--- src/rtl/dbgseq_pkg.sv ---
package dbgseq_pkg;

   localparam int unsigned N_CH    = 3;
   localparam int unsigned FIELD_W = 4;
   localparam int unsigned N_STEP  = 3;

   typedef enum logic [2:0] {
      ST_IDLE  = 3'd0,
      ST_S1    = 3'd1,
      ST_S2    = 3'd2,
      ST_S3    = 3'd3,
      ST_FINAL = 3'd4
   } seq_st_e;

   typedef enum logic [1:0] {
      TGT_NONE = 2'd0,
      TGT_LO   = 2'd1,
      TGT_HI   = 2'd2,
      TGT_FIN  = 2'd3
   } tgt_e;

   // routing word {ch2, ch1, ch0}, two bits per channel
   function automatic logic [2*N_CH-1:0] route_of(input logic [FIELD_W-1:0] code);
      logic [2*N_CH-1:0] r;
      case (code)
         4'b0001: r = 6'b00_00_01;
         4'b0010: r = 6'b00_01_00;
         4'b0011: r = 6'b01_00_00;
         4'b0100: r = 6'b00_00_10;
         4'b0101: r = 6'b00_10_00;
         4'b0110: r = 6'b10_00_00;
         4'b0111: r = 6'b10_00_01;
         4'b1000: r = 6'b10_01_00;
         4'b1001: r = 6'b00_00_11;
         4'b1010: r = 6'b00_11_00;
         4'b1011: r = 6'b11_00_00;
         4'b1100: r = 6'b00_10_11;
         4'b1101: r = 6'b11_01_11;
         default: r = '0;
      endcase
      return r;
   endfunction

   function automatic seq_st_e resolve(input seq_st_e cur, input tgt_e t);
      seq_st_e d;
      case (t)
         TGT_FIN: d = ST_FINAL;
         TGT_LO:  d = (cur == ST_S1) ? ST_S2 : ST_S1;
         TGT_HI:  d = (cur == ST_S3) ? ST_S2 : ST_S3;
         default: d = cur;
      endcase
      return d;
   endfunction

endpackage

--- src/rtl/dbgseq_regs.sv ---
module dbgseq_regs
   import dbgseq_pkg::*;
#(
   parameter int unsigned DATA_W    = 8,
   parameter int unsigned ADDR_W    = 2,
   parameter int unsigned CTRL_ADDR = 0,
   parameter int unsigned WIN_ADDR  = 1,
   parameter int unsigned EN_ADDR   = 2
) (
   input  logic                             clk,
   input  logic                             rst_n,
   input  logic                             wr,
   input  logic [ADDR_W-1:0]                addr,
   input  logic [DATA_W-1:0]                wdata,
   output logic [DATA_W-1:0]                rdata,
   output logic                             armed,
   output logic                             arm_set,
   output logic                             arm_clr,
   output logic [N_STEP-1:0][FIELD_W-1:0]   fld,
   output logic [N_CH-1:0]                  en
);

   localparam int unsigned ARM_BIT = 7;
   localparam int unsigned SEL_W   = 2;
   localparam int unsigned REG_W   = 8;

   logic                 armed_q;
   logic [SEL_W-1:0]     sel_q;
   logic [N_CH-1:0]      en_q;
   logic [N_STEP-1:0][FIELD_W-1:0] fld_q;
   logic                 hit_ctrl, hit_win, hit_en;
   logic [REG_W-1:0]     rd8;

   assign hit_ctrl = addr == ADDR_W'(CTRL_ADDR);
   assign hit_win  = addr == ADDR_W'(WIN_ADDR);
   assign hit_en   = addr == ADDR_W'(EN_ADDR);

   assign arm_set = wr && hit_ctrl &&  wdata[ARM_BIT] && !armed_q;
   assign arm_clr = wr && hit_ctrl && !wdata[ARM_BIT] &&  armed_q;

   always_ff @(posedge clk or negedge rst_n) begin
      if (!rst_n) begin
         armed_q <= 1'b0;
         sel_q   <= '0;
         en_q    <= '0;
      end else begin
         if (wr && hit_ctrl) begin
            sel_q <= wdata[SEL_W-1:0];
            if (arm_set) armed_q <= 1'b1;
            if (arm_clr) armed_q <= 1'b0;
         end
         if (wr && hit_en) en_q <= wdata[N_CH-1:0];
      end
   end

   for (genvar j = 0; j < N_STEP; j++) begin : g_step
      always_ff @(posedge clk or negedge rst_n) begin
         if (!rst_n)
            fld_q[j] <= '0;
         else if (wr && hit_win && !armed_q && sel_q == SEL_W'(j))
            fld_q[j] <= wdata[FIELD_W-1:0];
      end
   end

   always_comb begin
      rd8 = '0;
      if (hit_ctrl) begin
         rd8[ARM_BIT]     = armed_q;
         rd8[SEL_W-1:0]   = sel_q;
      end else if (hit_win) begin
         if (sel_q < SEL_W'(N_STEP)) rd8[FIELD_W-1:0] = fld_q[sel_q];
      end else if (hit_en) begin
         rd8[N_CH-1:0] = en_q;
      end
   end

   if (DATA_W > REG_W) begin : g_pad
      assign rdata = {{(DATA_W-REG_W){1'b0}}, rd8};
   end else begin : g_nopad
      assign rdata = rd8;
   end

   assign armed = armed_q;
   assign fld   = fld_q;
   assign en    = en_q;

   AST_WIN_LOCKED: assert property (@(posedge clk) disable iff (!rst_n)
      (armed_q && wr && hit_win) |=> $stable(fld_q));

endmodule

--- src/rtl/dbgseq_arb.sv ---
module dbgseq_arb
   import dbgseq_pkg::*;
(
   input  seq_st_e              cur,
   input  logic [FIELD_W-1:0]   code,
   input  logic [N_CH-1:0]      hit,
   output logic                 go,
   output seq_st_e              dest
);

   logic [2*N_CH-1:0] route;
   logic [N_CH-1:0]   live;
   logic [N_CH-1:0]   fin;
   seq_st_e           cand [N_CH];

   assign route = route_of(code);

   for (genvar i = 0; i < N_CH; i++) begin : g_ch
      tgt_e tgt;
      assign tgt     = tgt_e'(route[2*i +: 2]);
      assign live[i] = hit[i] && (tgt != TGT_NONE);
      assign fin[i]  = live[i] && (tgt == TGT_FIN);
      assign cand[i] = resolve(cur, tgt);
   end

   always_comb begin
      go   = |live;
      dest = cur;
      if (|fin) begin
         dest = ST_FINAL;
      end else begin
         for (int k = N_CH - 1; k >= 0; k--) begin
            if (live[k]) dest = cand[k];
         end
      end
   end

endmodule

--- src/rtl/dbgseq_fsm.sv ---
module dbgseq_fsm
   import dbgseq_pkg::*;
(
   input  logic     clk,
   input  logic     rst_n,
   input  logic     arm_set,
   input  logic     arm_clr,
   input  logic     go,
   input  seq_st_e  dest,
   output seq_st_e  state,
   output logic     final_flag,
   output logic     trig
);

   seq_st_e st_q;
   logic    fin_q, trig_q;
   logic    stepping;

   assign stepping = (st_q == ST_S1) || (st_q == ST_S2) || (st_q == ST_S3);

   always_ff @(posedge clk or negedge rst_n) begin
      if (!rst_n) begin
         st_q   <= ST_IDLE;
         fin_q  <= 1'b0;
         trig_q <= 1'b0;
      end else begin
         trig_q <= 1'b0;
         if (arm_clr) begin
            st_q <= ST_IDLE;
         end else if (arm_set) begin
            st_q  <= ST_S1;
            fin_q <= 1'b0;
         end else if (stepping && go) begin
            st_q <= dest;
            if (dest == ST_FINAL) begin
               fin_q  <= 1'b1;
               trig_q <= 1'b1;
            end
         end
      end
   end

   assign state      = st_q;
   assign final_flag = fin_q;
   assign trig       = trig_q;

   AST_TRIG_SINGLE: assert property (@(posedge clk) disable iff (!rst_n)
      trig_q |=> !trig_q);
   AST_FINAL_HOLD: assert property (@(posedge clk) disable iff (!rst_n)
      (st_q == ST_FINAL && !arm_clr) |=> st_q == ST_FINAL);
   AST_FLAG_STICKY: assert property (@(posedge clk) disable iff (!rst_n)
      (fin_q && !arm_set) |=> fin_q);
   AST_UNROUTED_HOLD: assert property (@(posedge clk) disable iff (!rst_n)
      (stepping && !go && !arm_set && !arm_clr) |=> $stable(st_q));

endmodule

--- src/rtl/dbgseq_top.sv ---
module dbgseq_top
   import dbgseq_pkg::*;
#(
   parameter int unsigned DATA_W    = 8,
   parameter int unsigned ADDR_W    = 2,
   parameter int unsigned CTRL_ADDR = 0,
   parameter int unsigned WIN_ADDR  = 1,
   parameter int unsigned EN_ADDR   = 2
) (
   input  logic              clk,
   input  logic              rst_n,
   input  logic              bus_wr,
   input  logic [ADDR_W-1:0] bus_addr,
   input  logic [DATA_W-1:0] bus_wdata,
   output logic [DATA_W-1:0] bus_rdata,
   input  logic [2:0]        match_i,
   output logic              armed_o,
   output logic [2:0]        state_o,
   output logic              trig_o,
   output logic              final_o
);

   if (DATA_W < 8) begin : g_chk_w
      $error("dbgseq_top: DATA_W must be at least 8");
   end
   if (ADDR_W < 2 || ADDR_W > 16) begin : g_chk_a
      $error("dbgseq_top: ADDR_W must lie in 2..16");
   end
   if (CTRL_ADDR == WIN_ADDR || CTRL_ADDR == EN_ADDR || WIN_ADDR == EN_ADDR) begin : g_chk_map
      $error("dbgseq_top: register addresses must differ");
   end

   logic                           armed, arm_set, arm_clr, go;
   logic [N_STEP-1:0][FIELD_W-1:0] fld;
   logic [N_CH-1:0]                en, hit;
   logic [FIELD_W-1:0]             code;
   seq_st_e                        state, dest;

   dbgseq_regs #(
      .DATA_W(DATA_W), .ADDR_W(ADDR_W),
      .CTRL_ADDR(CTRL_ADDR), .WIN_ADDR(WIN_ADDR), .EN_ADDR(EN_ADDR)
   ) u_regs (
      .clk(clk), .rst_n(rst_n), .wr(bus_wr), .addr(bus_addr),
      .wdata(bus_wdata), .rdata(bus_rdata), .armed(armed),
      .arm_set(arm_set), .arm_clr(arm_clr), .fld(fld), .en(en)
   );

   always_comb begin
      case (state)
         ST_S1:   code = fld[0];
         ST_S2:   code = fld[1];
         ST_S3:   code = fld[2];
         default: code = '0;
      endcase
   end

   assign hit = match_i & en;

   dbgseq_arb u_arb (
      .cur(state), .code(code), .hit(hit), .go(go), .dest(dest)
   );

   dbgseq_fsm u_fsm (
      .clk(clk), .rst_n(rst_n), .arm_set(arm_set), .arm_clr(arm_clr),
      .go(go), .dest(dest), .state(state), .final_flag(final_o), .trig(trig_o)
   );

   assign armed_o = armed;
   assign state_o = state;

   AST_ARMED_STATE: assert property (@(posedge clk) disable iff (!rst_n)
      armed == (state != ST_IDLE));
   AST_ARM_ENTRY: assert property (@(posedge clk) disable iff (!rst_n)
      arm_set |=> state == ST_S1);
   AST_DISABLED_QUIET: assert property (@(posedge clk) disable iff (!rst_n)
      (armed && hit == '0 && !arm_set && !arm_clr) |=> $stable(state));

endmodule

--- config.mk ---
export PLATFORM = sky130hd
export DESIGN_NAME = dbgseq_top
export DESIGN_NICKNAME = d
export VERILOG_FILES = /design/src/rtl/dbgseq_pkg.sv /design/src/rtl/dbgseq_regs.sv /design/src/rtl/dbgseq_arb.sv /design/src/rtl/dbgseq_fsm.sv /design/src/rtl/dbgseq_top.sv
export SDC_FILE = /design/constraint.sdc
export NUM_CORES = 1
export LEC_CHECK = 0
export BUFFER_PORTS_ARGS = -buffer_cell sky130_fd_sc_hd__clkbuf_2
export CORE_ASPECT_RATIO = 0.75
export CORE_MARGIN = 2
export CORE_UTILIZATION = 40
export CTS_CLUSTER_DIAMETER = 80
export DETAILED_ROUTE_END_ITERATION = 12
export SYNTH_ARGS = -nofsm -noshare
export SYNTH_HDL_FRONTEND = slang
export SYNTH_HIERARCHICAL = 1
export SYNTH_SLANG_ARGS = --single-unit
--- constraint.sdc ---
create_clock -name clk -period 3.7 [get_ports clk]
set_input_delay 0.37 -clock clk [delete_from_list [all_inputs] [get_ports clk]]
set_output_delay 0.37 -clock clk [all_outputs]
set_load 0.02 [all_outputs]
---- Yosys cells after proc, flatten, opt, wreduce, memory -nomap -nowiden ----
Memory sizes are Yosys's and may differ from the RTL's.
Index checks and enable logic that the tools add are counted.
storage, ports and cells
  memories kept ........................... 1
  logic and storage cells ................. 97
  bits of input ports ..................... 16
  output and inout port bits .............. 14
  bits in read-only memories .............. 96
  register bits after elaboration ......... 23
cells by class
  magnitude comparators ................... 2
  reduce and logical (&&, ||, !) cells .... 35
  muxes and demuxes ....................... 31
  bitwise operators ....................... 2
  eq/ne operators ......................... 17
memories
  name             words  bits a word  read ports  clocked after memory_dff  write ports  line              RTL
  (no name shown)  16     6            1           0                         0            dbgseq_pkg.sv:25  case (code)
operator list
  kind                                                                           count
  3-bit 2-to-1 mux                                                               9
  3-bit one-hot mux with 3 select lines                                          3
  1-bit logical AND                                                              18
  2-bit equality test (second input constant)                                    8
  1-bit 2-to-1 mux                                                               12
  4-bit one-hot mux with 3 select lines                                          1
  2-bit nonzero test                                                             6
  2-bit by 1-bit equality test with 1-bit output (second input constant)         5
  4-bit binary-select mux with 2-bit select                                      1
  4-bit 2-to-1 mux                                                               2
  3-bit by 2-bit equality test with 1-bit output (second input constant)         2
  2-bit 2-to-1 mux                                                               3
  3-bit OR reduction                                                             2
  2-bit logical NOT                                                              2
  3-bit AND                                                                      1
  3-bit by 1-bit equality test with 1-bit output (second input constant)         1
  3-bit equality test (second input constant)                                    1
  2-bit by 3-bit less-than comparator with 1-bit output (second input constant)  1
  3-bit AND reduction                                                            1
  3-bit nonzero test                                                             1
  1-bit logical NOT                                                              2
  1-bit logical OR                                                               2
  2-bit less-than comparator (second input constant)                             1
  2-bit AND reduction                                                            1
  1-bit inverter                                                                 1

---- Depth between registers and ports, before layout ----
Gate-level depths: netlist of the first run.
An unclocked memory read counts as a cell.
  depth in word-level cells ............... 14
  mapped depth ............................ 14
  depth with buffers taken out ............ 13

---- Cells and area by module ----
The synthesis of the first run kept the hierarchy.
modules (own cells, without submodules)
  module       cells an instance  area each (um^2)  seq. area each (um^2)  times used
  dbgseq_regs  76                 938.4             450.4                  1
  dbgseq_arb   76                 551.8             0.0                    1
  dbgseq_fsm   22                 241.5             125.1                  1
  dbgseq_top   17                 125.1             0.0                    1

---- Worst setup path after synthesis of the first run ----
Ideal clock, no wire load.
  path kind ............................... reg-to-reg
  start ................................... reg u_fsm.st_q[1] (netlist: u_fsm/state[1])
  end ..................................... reg u_fsm.fin_q (netlist: u_fsm/final_flag)
  library setup time ...................... 0.148 ns
  data arrival time ....................... 3.252 ns
  period minus slack after synthesis ...... 3.400 ns
  required time ........................... 3.552 ns
  slack ................................... 0.300 ns
  stages on the path, launching flop included .. 14
  buffers on the path ..................... 1
  cells stage by stage .................... dfrtp_1 > buf_6 > mux2i_1 > a211oi_1 > inv_1 > ha_1 > mux2_4 > a211oi_2 > o22ai_1 > a22o_1 > a2111oi_2 > nor2_1 > nand3_2 > o31ai_2
on the way
  word-level cells in the longest chain between the ends .. 12
  elaborated cells between the ends (all ways) .. 41
  those cells by class .................... eq/ne: 13; mux: 10; reduce/logical: 17; memory: 1
ends and longest elaborated chain
  item                                                                                                              line                                RTL
  start: declaration                                                                                                dbgseq_fsm.sv:15                    seq_st_e st_q;
  start signal: assignment                                                                                          dbgseq_fsm.sv:34                    st_q <= dest;
  3-bit by 2-bit equality test with 1-bit output or 3-bit by 1-bit equality test with 1-bit output (tied branches)  dbgseq_top.sv:49                    case (state)
  4-bit one-hot mux with 3 select lines *                                                                           dbgseq_top.sv:49
  net code[1]                                                                                                       dbgseq_top.sv:36                    logic [FIELD_W-1:0] code;
  memory read 16 x 6 bit *                                                                                          n/a
  2-bit equality test (tied with other cells)                                                                       dbgseq_pkg.sv:46                    case (t)
  3-bit one-hot mux with 3 select lines or 1-bit logical AND (tied branches)                                        dbgseq_pkg.sv:46, dbgseq_arb.sv:21
  3-bit 2-to-1 mux (3 in a row)                                                                                     dbgseq_arb.sv:33                    if (live[k]) dest = cand[k];
  3-bit 2-to-1 mux *                                                                                                dbgseq_arb.sv:29                    if (|fin) begin
  net dest[0]                                                                                                       dbgseq_top.sv:37                    seq_st_e state, dest;
  3-bit equality test *                                                                                             dbgseq_fsm.sv:35                    if (dest == ST_FINAL) begin
  2-bit nonzero test (no source line) *                                                                             n/a
  3-bit AND reduction (no source line) *                                                                            n/a
  end signal: assignment                                                                                            dbgseq_fsm.sv:24                    fin_q <= 1'b0;
  end signal: assignment                                                                                            dbgseq_fsm.sv:32                    fin_q <= 1'b0;
  end signal: assignment                                                                                            dbgseq_fsm.sv:36                    fin_q <= 1'b1;
  end: declaration                                                                                                  dbgseq_fsm.sv:16                    logic fin_q, trig_q;
Mark *: on every way through the listed nets, which the timed path passes. The rest lies on a longest branch.
A chain may end at the register's enable or synchronous reset.

---- Worst setup path after layout of the first run ----
  start ................................... reg u_fsm.st_q[1] (netlist: u_fsm/state[1])
  end ..................................... reg u_fsm.fin_q (netlist: u_fsm/final_flag)
on the way
  elaborated cells between the ends (all ways) .. 41
  those cells by class .................... eq/ne: 13; mux: 10; reduce/logical: 17; memory: 1
RTL lines
  item                                                                                                              line              RTL
  3-bit by 2-bit equality test with 1-bit output or 3-bit by 1-bit equality test with 1-bit output (tied branches)  dbgseq_top.sv:49
  4-bit one-hot mux with 3 select lines *                                                                           dbgseq_top.sv:49
  net code[0]                                                                                                       dbgseq_top.sv:36
  memory read 16 x 6 bit *                                                                                          n/a
  2-bit nonzero test                                                                                                dbgseq_arb.sv:21  assign live[i] = hit[i] && (tgt != TGT_NONE);
  1-bit logical AND                                                                                                 dbgseq_arb.sv:21
  3-bit OR reduction *                                                                                              dbgseq_arb.sv:27  go = |live;
  net go                                                                                                            dbgseq_top.sv:33  logic armed, arm_set, arm_clr, go;
  1-bit logical AND *                                                                                               dbgseq_fsm.sv:33  end else if (stepping && go) begin
  2-bit nonzero test (no source line) *                                                                             n/a
  3-bit AND reduction (no source line) *                                                                            n/a
Marks and branches as above.

==> results of run 1 <==
## worst paths after layout
kind	start	end	slack [ns]	cells past startpoint
max	u_fsm/state[1]	u_fsm/final_flag	0.43	13
min	rst_n	u_fsm/state[2]	0.1	1
max reg2reg	u_fsm/state[1]	u_fsm/final_flag	0.43	13
min reg2reg	u_fsm/final_flag	u_fsm/final_flag	0.50	2
max in group asynchronous	rst_n	u_regs/fld[10]	3.22	1
min in group clk	bus_wdata[7]	u_regs/armed	0.37	2
## cell usage after synthesis, types with 2 or more instances
library cell  number
a21o_1             2
inv_1             10
and2_1             6
o21ai_1            2
mux2_2            17
nor3_1             8
mux2i_1            7
a221o_1            2
dfrtp_1           23
nor2_1            13
a22oi_1            2
nand2_2            2
buf_6              4
buf_4              4
o21ai_0            5
ha_1               4
mux2_4             5
a211oi_1           6
nand2_1           14
nor3b_1            3
a21oi_1            9
o22ai_1            2
nor2b_1            3
nand2b_1           6
## worst reg2reg max path, stage by stage (launching register included)
cell and delay [ns]:
dfrtp_1 0.49, mux2i_1 0.16, a211oi_1 0.39, inv_1 0.12
ha_1 0.29, nor4b_2 0.40, a311oi_4 0.09, a311oi_1 0.40
inv_1 0.16, nor2_1 0.17, a2111oi_2 0.08, nor2_1 0.14
nand3_2 0.11, o31ai_2 0.17
## routing by layer
layer | track usage, % | vias to the layer above | routed length (µm)
met5 | 0 | - | 0
met4 | 1.84 | 0 | 13
met3 | 3.90 | 2 | 188
met2 | 23.6 | 37 | 1710
met1 | 28.0 | 738 | 2200
li1 | - | 745 | -
## flip-flops by register name, indices dropped and copies added (netlist names)
register / cells
u_regs/fld: 12
u_fsm/state: 3
u_regs/en: 3
u_regs/sel_q: 2
u_fsm/final_flag: 1
u_fsm/trig: 1
u_regs/armed: 1
## kinds of logic after synthesis
group	Yosys count	share of synthesized area [%]
simple gates	69	22.4
compound gates	45	18.9
mux	29	18.1
flops	23	31.0
buf+inv	20	6.60
fa+ha+maj	4	2.70
other cells	1	0.202
## stage by stage
| step | utilization (%) | instances | setup slack (ns) | area [µm²] |
|---|---|---|---|---|
| global placement | 45.4 | 270 | 0.492 | 2030 |
| floorplan | - | 193 | 0.300 | 1860 |
| CTS | 46.4 | 274 | 0.463 | 2070 |
| detailed placement | 45.4 | 270 | 0.504 | 2030 |
| global route | 46.4 | 274 | 0.240 | 2070 |
| finish | 46.4 | 274 | 0.432 | 2070 |
## power by group
part           total (W)  switching [W]  leakage [nW]  internal, W
clock           0.000153      0.0000766        0.0228    0.0000768
combinational   0.000971       0.000535         0.602     0.000436
sequential      0.000424      0.0000871         0.289     0.000337
## final cells by class
class / instances / area (µm²)
fillers: 447 / 2390
multi-input cells: 150 / 1180
flip-flops and latches: 23 / 576
repair buffers: 30 / 168
well taps: 57 / 71.3
clock buffers: 4 / 45.0
inverters: 10 / 37.5
==> metrics.md, run 1 <==
| Metric | Value |
|---|---|
| Maximum single-stage delay on the critical path | ~0.49 ns |
| Synth async-reset ratio | 100% |
| Sequential area share after synthesis | 31.0% |
| Slew of the pin with the lowest slew margin | ~0.85 ns |
| Number of enable flip-flop cells after synthesis | 0 |
| Maximum number of pins on one net before global-route repair | 24 |
| Hold/Removal Path Class | in -> async |
| Clock Path Buffers | 2 |
| Req. time, crit path | 3.88 ns |
| Die Y | 63.0 µm |
| Crit path max-delay family | compound AO/OA/AOI/OAI gates |
| Unrepaired setup endpoints after global routing | no |
| Clock tree skew after final layout | 0.00413 ns |
| Ratio of cells with drive above 1 in the final layout | 33.2% |
| Starting density of the core | approximately 42% |
| Vias in the first global route | 1390 |
| Maximum level of the CTS H-tree | 1 |
| Number of buffers inserted for hold repair after clock tree synthesis | 0 |
| Commonest register cell after synthesis | dfrtp_1 |
| Clock tree root driver cell | clkbuf_8 |
| Synth top area share | 31.0% |
| Routed vias | between 1500 and 2000 |
| Maximum VDD drop | roughly 0.33 mV |
| Data arrival time of the critical path | approximately 3.4 ns |
| Highest clock frequency the design can meet | between 300 and 400 MHz |
| Wire length per cell after detailed routing | 15.0 µm |
| Total Die Area | 0.00521 mm² |
| Leakage dissipation | 0.914 nW |
| Number of antenna cells inserted | 0 |
| Worst slew margin relative to its limit | 43.1% |
| Cell area after technology mapping | 0.00186 mm² |
| Number of clock sinks | 23 |
| Routability-driven placement congestion ratio | 0.861 |
| Net total in the final layout | approximately 240 |
| Buffers inserted by post-CTS timing repair | 0 |
| Cell count after synthesis | approximately 190 |
| Aggregate negative setup slack | 0 ns |
| DP HPWL | 3160 µm |
| Kind of critical path | reg -> reg |
| Overall die width | about 83 µm |
| CTS tree | done |
| Cell Rows | 21 |
| Overall power consumption | approximately 0.0015 W |
| Total of buffers placed on input and output ports | 23 |
| Overall global routing resource usage | between 10% and 20% |
| Overflow left after global routing | 0 |
| Number of clock buffers inserted by TritonCTS | 3 |
| Total routed wirelength | around 4000 µm |
| Final critical path time including I/O delays and setup | 3.27 ns |
| Startpoint class of the critical path | register |
| First-pass detailed-route iteration total | 4 |
| Area of the placeable core | 0.00447 mm² |
| Clock-pin slew on the worst setup and hold paths | about 0.08 ns |
| MaxCap Viol Count | 0 |
| Critical path endpoint category | register |
| Final Hold Vio Count | 0 |
| Result of the run | completed |
| Routed via count divided by cell count | 5.55 |
| Count of unique library cells instantiated by Yosys | between 50 and 60 |
| First-iteration detailed-routing DRC count | 113 |
| Critical path fanouts, max | 7 |
| Final antenna-violating net count | 0 |
| Setup violation total in the final timing report | 0 |
| Total count of max-transition violations in the final report | 0 |
| Power density of the placed cells | 747 mW/mm² |
| Clock Latency Late Sink | 0.26 ns |
| Fin crit share | between 80% and 90% |
| Buf/Inv on CP | 2 |
| Number of remaining DRC errors | 0 |
| Min Hold Slack | 0.0972 ns |
| Max stage delay cell, worst path | dfrtp_1 |
| Count of instances resized after the clock tree is built | 0 |
| Number of antenna violations at the first check in global routing | 0 |
| Yosys reg bits | 23 |
| Number of warnings reported in the yosys synthesis log | 6 |
| Global-route wire length before repair | 6870 µm |
| Area Overhead vs Synth | 11.7% |
| Cell types occupying the most area after synthesis | dfrtp_1 (31%), mux2_2 (10%), mux2_4 (4.0%), mux2i_1 (3.8%), nand2_1 (2.8%) |
| Library cell occupying the most area in the post-synthesis netlist | dfrtp_1 |
| Highest-count cells in the layout ignoring fill and taps | clkbuf_2 (23), dfrtp_1 (23), mux2_2 (17), nand2_1 (14), nor2_1 (13) |
| Cells along the critical path | mux2i_1, a211oi_1, inv_1, ha_1, nor4b_2, a311oi_4, a311oi_1, inv_1, nor2_1, a2111oi_2, nor2_1, nand3_2, o31ai_2 |
| Number of ports placed on the die boundary | 30 |
| Average instance area after synthesis | 9.72 µm² |
No activity file was read; power rests on OpenSTA's default activity.
==> run 2, diff against run 1 <==
--- a/config.mk
+++ b/config.mk
@@ -5,12 +5,15 @@
 export SDC_FILE = /design/constraint.sdc
 export NUM_CORES = 1
 export LEC_CHECK = 0
-export BUFFER_PORTS_ARGS = -buffer_cell sky130_fd_sc_hd__clkbuf_2
+export BUFFER_PORTS_ARGS = -buffer_cell sky130_fd_sc_hd__buf_2
+export CELL_PAD_IN_SITES_DETAIL_PLACEMENT = 0
+export CELL_PAD_IN_SITES_GLOBAL_PLACEMENT = 1
 export CORE_ASPECT_RATIO = 0.75
 export CORE_MARGIN = 2
 export CORE_UTILIZATION = 40
 export CTS_CLUSTER_DIAMETER = 80
 export DETAILED_ROUTE_END_ITERATION = 12
+export PLACE_DENSITY = 0.81
 export SYNTH_ARGS = -nofsm -noshare
 export SYNTH_HDL_FRONTEND = slang
 export SYNTH_HIERARCHICAL = 1
==> run 2 against run 1 <==
Effect of this change:
- setup slack improved by 0.021 ns
- worst hold slack got worse by 0.035 ns
- power rose by 2.0%
==> metrics.md, run 2 (synthesis gave the netlist of run 1 again) <==
| Metric | Value |
|---|---|
| Result of the run | completed |
| Overall power consumption | 0.00158 W (+2.0%) |
| First-pass detailed-route iteration total | 4 (unchanged) |
| Final antenna-violating net count | 0 (unchanged) |
| Die Y | 63.0 µm (unchanged) |
| Critical path endpoint category | register |
| Overflow left after global routing | 0 (unchanged) |
| Wire length per cell after detailed routing | 15.1 µm (+0.60%) |
| Total of buffers placed on input and output ports | 23 (unchanged) |
| Clock tree skew after final layout | 0.0119 ns (+0.00776 ns) |
| Highest-count cells in the layout ignoring fill and taps | buf_2 (23), dfrtp_1 (23), mux2_2 (17), nand2_1 (14), nor2_1 (13) |
| Area of the multi-input gates | 0.00118 mm² (unchanged) |
| MaxCap Viol Count | 0 (unchanged) |
| Net total in the final layout | 240 (+0.84%) |
| Overall global routing resource usage | 17.5% (+0.25 points) |
| Setup violation total in the final timing report | 0 (unchanged) |
| Total routed wirelength | 4170 µm (+1.3%) |
| Number of buffers inserted for hold repair after clock tree synthesis | 0 (unchanged) |
| Hold/Removal Path Class | in -> async |
| Final critical path time including I/O delays and setup | 3.25 ns (-0.0206 ns) |
| Count of instances resized after the clock tree is built | 0 (unchanged) |
| Crit path max-delay family | compound AO/OA/AOI/OAI gates |
| Launching instance or port of the critical path | u_fsm/state[1] |
| Area Overhead vs Synth | 12.7% |
| Number of clock buffers inserted by TritonCTS | 3 (unchanged) |
| Cells along the critical path | mux2i_1, a211oi_1, buf_4, ha_1, nor4b_2, a311oi_4, a311oi_1, buf_4, inv_1, nor2_1, a2111oi_2, nor2_1, nand3_2, nor3_1 |
| Maximum single-stage delay on the critical path | 0.58 ns (+0.09 ns) |
| Ratio of cells with drive above 1 in the final layout | 34.2% (+1.1 points) |
| Aggregate negative setup slack | 0 ns (unchanged) |
| Vias in the first global route | 1443 (+3.8%) |
| Maximum VDD drop | 0.352 mV (+6.1%) |
| Number of clock sinks | 23 (unchanged) |
| Buf/Inv on CP | 3 (+1) |
| Clock-pin slew on the worst setup and hold paths | 0.09 ns (about the same) |
| Req. time, crit path | 3.83 ns (-0.05 ns) |
| Maximum number of pins on one net before global-route repair | 24 (unchanged) |
| Startpoint class of the critical path | register |
| Number of remaining DRC errors | 0 (unchanged) |
| Overall die width | 82.7 µm (unchanged) |
| Routed via count divided by cell count | 5.43 (-2.3%) |
| Sequential cell area | 576 µm² (unchanged) |
| Number of ports placed on the die boundary | 30 (unchanged) |
| Total count of max-transition violations in the final report | 0 (unchanged) |
| Max stage delay cell, worst path | dfrtp_1 |
| DP HPWL | 3300 µm (+4.5%) |
| Final Hold Vio Count | 0 (unchanged) |
| Reg2Reg Launch Point | u_fsm/state[1] |
| Unrepaired setup endpoints after global routing | no |
| Area of the placeable core | 0.00447 mm² (unchanged) |
| Highest clock frequency the design can meet | 308 MHz (+0.63%) |
| Total Die Area | 0.00521 mm² (unchanged) |
| Global-route wire length before repair | 7170 µm (+4.3%) |
| Routed vias | 1498 (-1.6%) |
| Number of antenna cells inserted | 0 (unchanged) |
| Clock Path Buffers | 2 (unchanged) |
| Kind of critical path | reg -> reg |
| First-iteration detailed-routing DRC count | 128 (+13%) |
| Min Hold Slack | 0.0618 ns (-0.0355 ns) |
| Buffers inserted by post-CTS timing repair | 0 (unchanged) |
| Data arrival time of the critical path | 3.37 ns (-0.07 ns) |
| Fin crit share | 87.8% (-0.56 points) |
| Clock tree root driver cell | clkbuf_8 |
| Maximum level of the CTS H-tree | 1 (unchanged) |
| Power density of the placed cells | 755 mW/mm² (+1.1%) |
| Starting density of the core | 41.6% (unchanged) |
| Clock Latency Late Sink | 0.27 ns (about the same) |
| Max reg flops | 12 (unchanged) |
| Leakage dissipation | 0.926 nW (+1.3%) |
| Fill count | 443 (-0.89%) |
| CTS tree | done |
| Routability-driven placement congestion ratio | 0.816 (-5.3%) |
| Cell Rows | 21 (unchanged) |
| Number of antenna violations at the first check in global routing | 0 (unchanged) |
| Slew of the pin with the lowest slew margin | 0.863 ns (+0.0110 ns) |
| Worst slew margin relative to its limit | 42.3% (-0.73 points) |
| Critical path fanouts, max | 9 (+2) |
==> run 2: final timing paths <==
path | slack, ns | cells after the start | to
min in group clk | 0.35 | 2 | u_regs/armed
worst min register to register | 0.52 | 2 | u_fsm/final_flag
worst max-delay path | 0.45 | 14 | u_fsm/trig
worst max register to register | 0.45 | 14 | u_fsm/trig
worst min-delay path | 0.06 | 1 | u_regs/en[2]
max in group asynchronous | 3.29 | 1 | u_regs/fld[8]
==> run 2: power breakdown <==
part / switching, W / internal (W)
clock: 0.0000830 / 0.0000762
combinational: 0.000529 / 0.000453
sequential: 0.000102 / 0.000337
==> run 2: final cells by class <==
type | instances | area share (%)
multi-input cells | 150 | 56.2
inverters | 10 | 1.79
clock inverters | 1 | 0.359
flip-flops and latches | 23 | 27.5
clock buffers | 3 | 1.97
repair buffers | 32 | 8.73
well taps | 57 | 3.41
==> run 2: metal layers <==
layer / wire length, µm / share of wire (%) / global-route usage [%] / vias to the layer above
li1: - / - / - / 747
met1: 2290 / 55 / 29.7 / 721
met2: 1700 / 41 / 23.1 / 30
met3: 171 / 4.1 / 3.47 / 0
met4: 0 / 0 / 1.23 / 0
met5: 0 / 0 / 0 / -
==> run 2: worst register-to-register path: cells and delay by family (launching register included) <==
kind	cells	cell delay (ns)
compound gates	4	1.16
flops	1	0.58
buf+inv	3	0.48
simple gates	5	0.43
fa+ha+maj	1	0.33
mux	1	0.13
==> run 2: per-stage QoR <==
step           setup WS [ns]  area [µm²]  utilization, %  instances
2_1_floorplan          0.300        1860               -        193
3_3_place_gp           0.473        2040            45.7        272
3_5_place_dp           0.469        2040            45.7        272
4_1_cts                0.457        2090            46.8        276
5_1_grt                0.144        2090            46.8        276
6_report               0.453        2090            46.8        276
==> run 3, diff against run 2 <==
--- a/config.mk
+++ b/config.mk
@@ -10,10 +10,10 @@
 export CELL_PAD_IN_SITES_GLOBAL_PLACEMENT = 1
 export CORE_ASPECT_RATIO = 0.75
 export CORE_MARGIN = 2
-export CORE_UTILIZATION = 40
+export CORE_UTILIZATION = 35
 export CTS_CLUSTER_DIAMETER = 80
 export DETAILED_ROUTE_END_ITERATION = 12
-export PLACE_DENSITY = 0.81
+export PLACE_DENSITY = 0.73
 export SYNTH_ARGS = -nofsm -noshare
 export SYNTH_HDL_FRONTEND = slang
 export SYNTH_HIERARCHICAL = 1
==> run 3 against run 2 <==
Effect of this change:
- clock power barely moved
- core utilization is 4.6 points lower
- largest power group unchanged
- clock skew is 0.0047 ns lower
==> metrics.md, run 3 (synthesis gave the netlist of run 1 again) <==
| Metric | Value |
|---|---|
| Buffers inserted by post-CTS timing repair | 0 (unchanged) |
| Setup violation total in the final timing report | 0 (unchanged) |
| Number of buffers inserted for hold repair after clock tree synthesis | 0 (unchanged) |
| Vias in the first global route | 1392 (-3.5%) |
| Req. time, crit path | 3.83 ns (about the same) |
| Sequential cell area | 576 µm² (unchanged) |
| Final critical path time including I/O delays and setup | 3.32 ns (+0.0709 ns) |
| Net total in the final layout | 241 (+0.42%) |
| Clock tree skew after final layout | 0.00721 ns (-0.00468 ns) |
| Number of antenna cells inserted | 0 (unchanged) |
| Overall die width | 88.1 µm (+6.6%) |
| Register-to-Register Setup Slack | 0.38 ns (-0.07 ns) |
| Critical path fanouts, max | 9 (unchanged) |
| Dpl ws | 0.433 ns (-0.0362 ns) |
| Cell Rows | 22 (+4.8%) |
| Reg2Reg Launch Point | u_fsm/state[1] |
| Maximum VDD drop | 0.264 mV (-25%) |
| Fin crit share | 89.7% (+1.9 points) |
| Result of the run | completed |
| DP HPWL | 3240 µm (-1.8%) |
| Max stage delay cell, worst path | dfrtp_1 |
| Overflow left after global routing | 0 (unchanged) |
| Global-route wire length before repair | 6930 µm (-3.4%) |
| Highest clock frequency the design can meet | 301 MHz (-2.1%) |
| First-iteration detailed-routing DRC count | 139 (+8.6%) |
| Data arrival time of the critical path | 3.45 ns (+0.08 ns) |
| Buf/Inv on CP | 4 (+1) |
| Launching instance or port of the critical path | u_fsm/state[1] |
| Leakage dissipation | 0.932 nW (+0.58%) |
| Kind of critical path | reg -> reg |
| Startpoint class of the critical path | register |
| Maximum number of pins on one net before global-route repair | 24 (unchanged) |
| Fill count | 509 (+15%) |
| Number of antenna violations at the first check in global routing | 0 (unchanged) |
| Ratio of cells with drive above 1 in the final layout | 34.5% (+0.30 points) |
| Routed via count divided by cell count | 5.10 (-6.0%) |
| Number of remaining DRC errors | 0 (unchanged) |
| Clock-pin slew on the worst setup and hold paths | 0.09 ns (about the same) |
| Worst slew margin relative to its limit | 41.7% (-0.59 points) |
| Crit-path most repeated cell | buf_4 |
| Cells along the critical path | buf_4, a21oi_1, a211oi_1, buf_4, ha_1, nor4b_2, a311oi_4, a311oi_1, buf_4, inv_1, nor2_1, a2111oi_2, nor2_1, nand3_2, o31ai_2 |
| Unrepaired setup endpoints after global routing | no |
| Crit path max-delay family | compound AO/OA/AOI/OAI gates |
| Number of clock buffers inserted by TritonCTS | 3 (unchanged) |
| Max reg flops | 12 (unchanged) |
| Critical path endpoint category | register |
| Die Y | 67.1 µm (+6.5%) |
| MaxCap Viol Count | 0 (unchanged) |
| Routability-driven placement congestion ratio | 0.874 (+7.2%) |
| Maximum level of the CTS H-tree | 1 (unchanged) |
| Total count of max-transition violations in the final report | 0 (unchanged) |
| Total of buffers placed on input and output ports | 23 (unchanged) |
| Count of instances resized after the clock tree is built | 0 (unchanged) |
| First-pass detailed-route iteration total | 4 (unchanged) |
| Area Overhead vs Synth | 14.1% |
| Total Die Area | 0.00591 mm² (+13%) |
| Total routed wirelength | 4130 µm (-0.77%) |
| Final Hold Vio Count | 0 (unchanged) |
| Aggregate negative setup slack | 0 ns (unchanged) |
| Final critical-path setup slack | 0.382 ns (-0.0709 ns) |
| Number of ports placed on the die boundary | 30 (unchanged) |
| Worst reg2reg path depth | 15 (+1) |
| Clock Path Buffers | 2 (unchanged) |
| Final antenna-violating net count | 0 (unchanged) |
| Slew of the pin with the lowest slew margin | 0.872 ns (+0.00886 ns) |
| Area of the multi-input gates | 0.00118 mm² (unchanged) |
| Power density of the placed cells | 744 mW/mm² (-1.4%) |
| Starting density of the core | 37.1% (-4.5 points) |
| Clock Latency Late Sink | 0.27 ns (about the same) |
| Clock tree root driver cell | clkbuf_8 |
| Highest-count cells in the layout ignoring fill and taps | buf_2 (23), dfrtp_1 (23), mux2_2 (17), nand2_1 (14), nor2_1 (13) |
| Overall global routing resource usage | 15.3% (-2.2 points) |
| Maximum single-stage delay on the critical path | 0.55 ns (-0.03 ns) |
| Wire length per cell after detailed routing | 14.2 µm (-6.2%) |
| Worst reg2reg endpoint | u_fsm/final_flag |
| Area of the placeable core | 0.00501 mm² (+12%) |
| Routed vias | 1489 (-0.60%) |
| Hold/Removal Path Class | in -> async |
| Levels on crit path | 15 (+1) |
| CTS tree | done |
| Number of clock sinks | 23 (unchanged) |
==> run 3: cell types whose count changed in the layout (fill, tap and decap cells not counted) <==
cell / delta
buf_4: +1
==> run 3: worst max-delay path by stage <==
stage                                  end
final                     u_fsm/final_flag
after global routing            u_fsm/trig
after CTS                 u_fsm/final_flag
after detailed placement        u_fsm/trig
after global placement    u_fsm/final_flag
after floorplan           u_fsm/final_flag
==> run 3: worst reg2reg max path: stages, from the launching register on <==
cell and delay [ns]:
dfrtp_1 0.55, buf_4 0.21, a21oi_1 0.06, a211oi_1 0.37, buf_4 0.22, ha_1 0.32, nor4b_2 0.11, a311oi_4 0.29
a311oi_1 0.10, buf_4 0.16, inv_1 0.10, nor2_1 0.06, a2111oi_2 0.35, nor2_1 0.09, nand3_2 0.11, o31ai_2 0.06
==> run 3: final cells by class <==
class                           count  share of cell area (%)
Clock buffer                        3                    1.95
Clock inverter                      1                   0.354
Inverter                           10                    1.77
Multi-Input combinational cell    150                    55.5
Sequential cell                    23                    27.2
Tap cell                           72                    4.25
Timing Repair Buffer               33                    8.98
==> run 3: metal layers <==
| layer | GRT usage (%) | vias to the layer above | routed length (µm) | share of wire (%) |
|---|---|---|---|---|
| met5 | 0 | - | 0 | 0 |
| met4 | 2.27 | 0 | 19 | 0.46 |
| met3 | 3.72 | 5 | 209 | 5.1 |
| met2 | 20.5 | 35 | 1610 | 39 |
| met1 | 24.5 | 696 | 2300 | 56 |
| li1 | - | 753 | - | - |
==> run 3: metrics by stage <==
stage	hold slack, ns	cell area, µm²	total power [W]	util, %	std cells
2_1_floorplan	0.0744	1860	0.00119	-	193
4_1_cts	0.0738	2120	0.00158	42.3	292
6_report	0.0588	2120	0.00158	42.3	292
5_1_grt	0.0915	2120	0.00171	42.3	292
3_3_place_gp	0.364	2070	0.00142	41.3	288
3_5_place_dp	0.378	2070	0.00141	41.3	288
==> run 3: power breakdown <==
part,internal (W),switching [W],leakage (nW)
registers,0.000337,0.000101,0.289
logic,0.000453,0.000525,0.621
clock network,0.0000763,0.0000847,0.0217
total,0.000866,0.000710,0.932
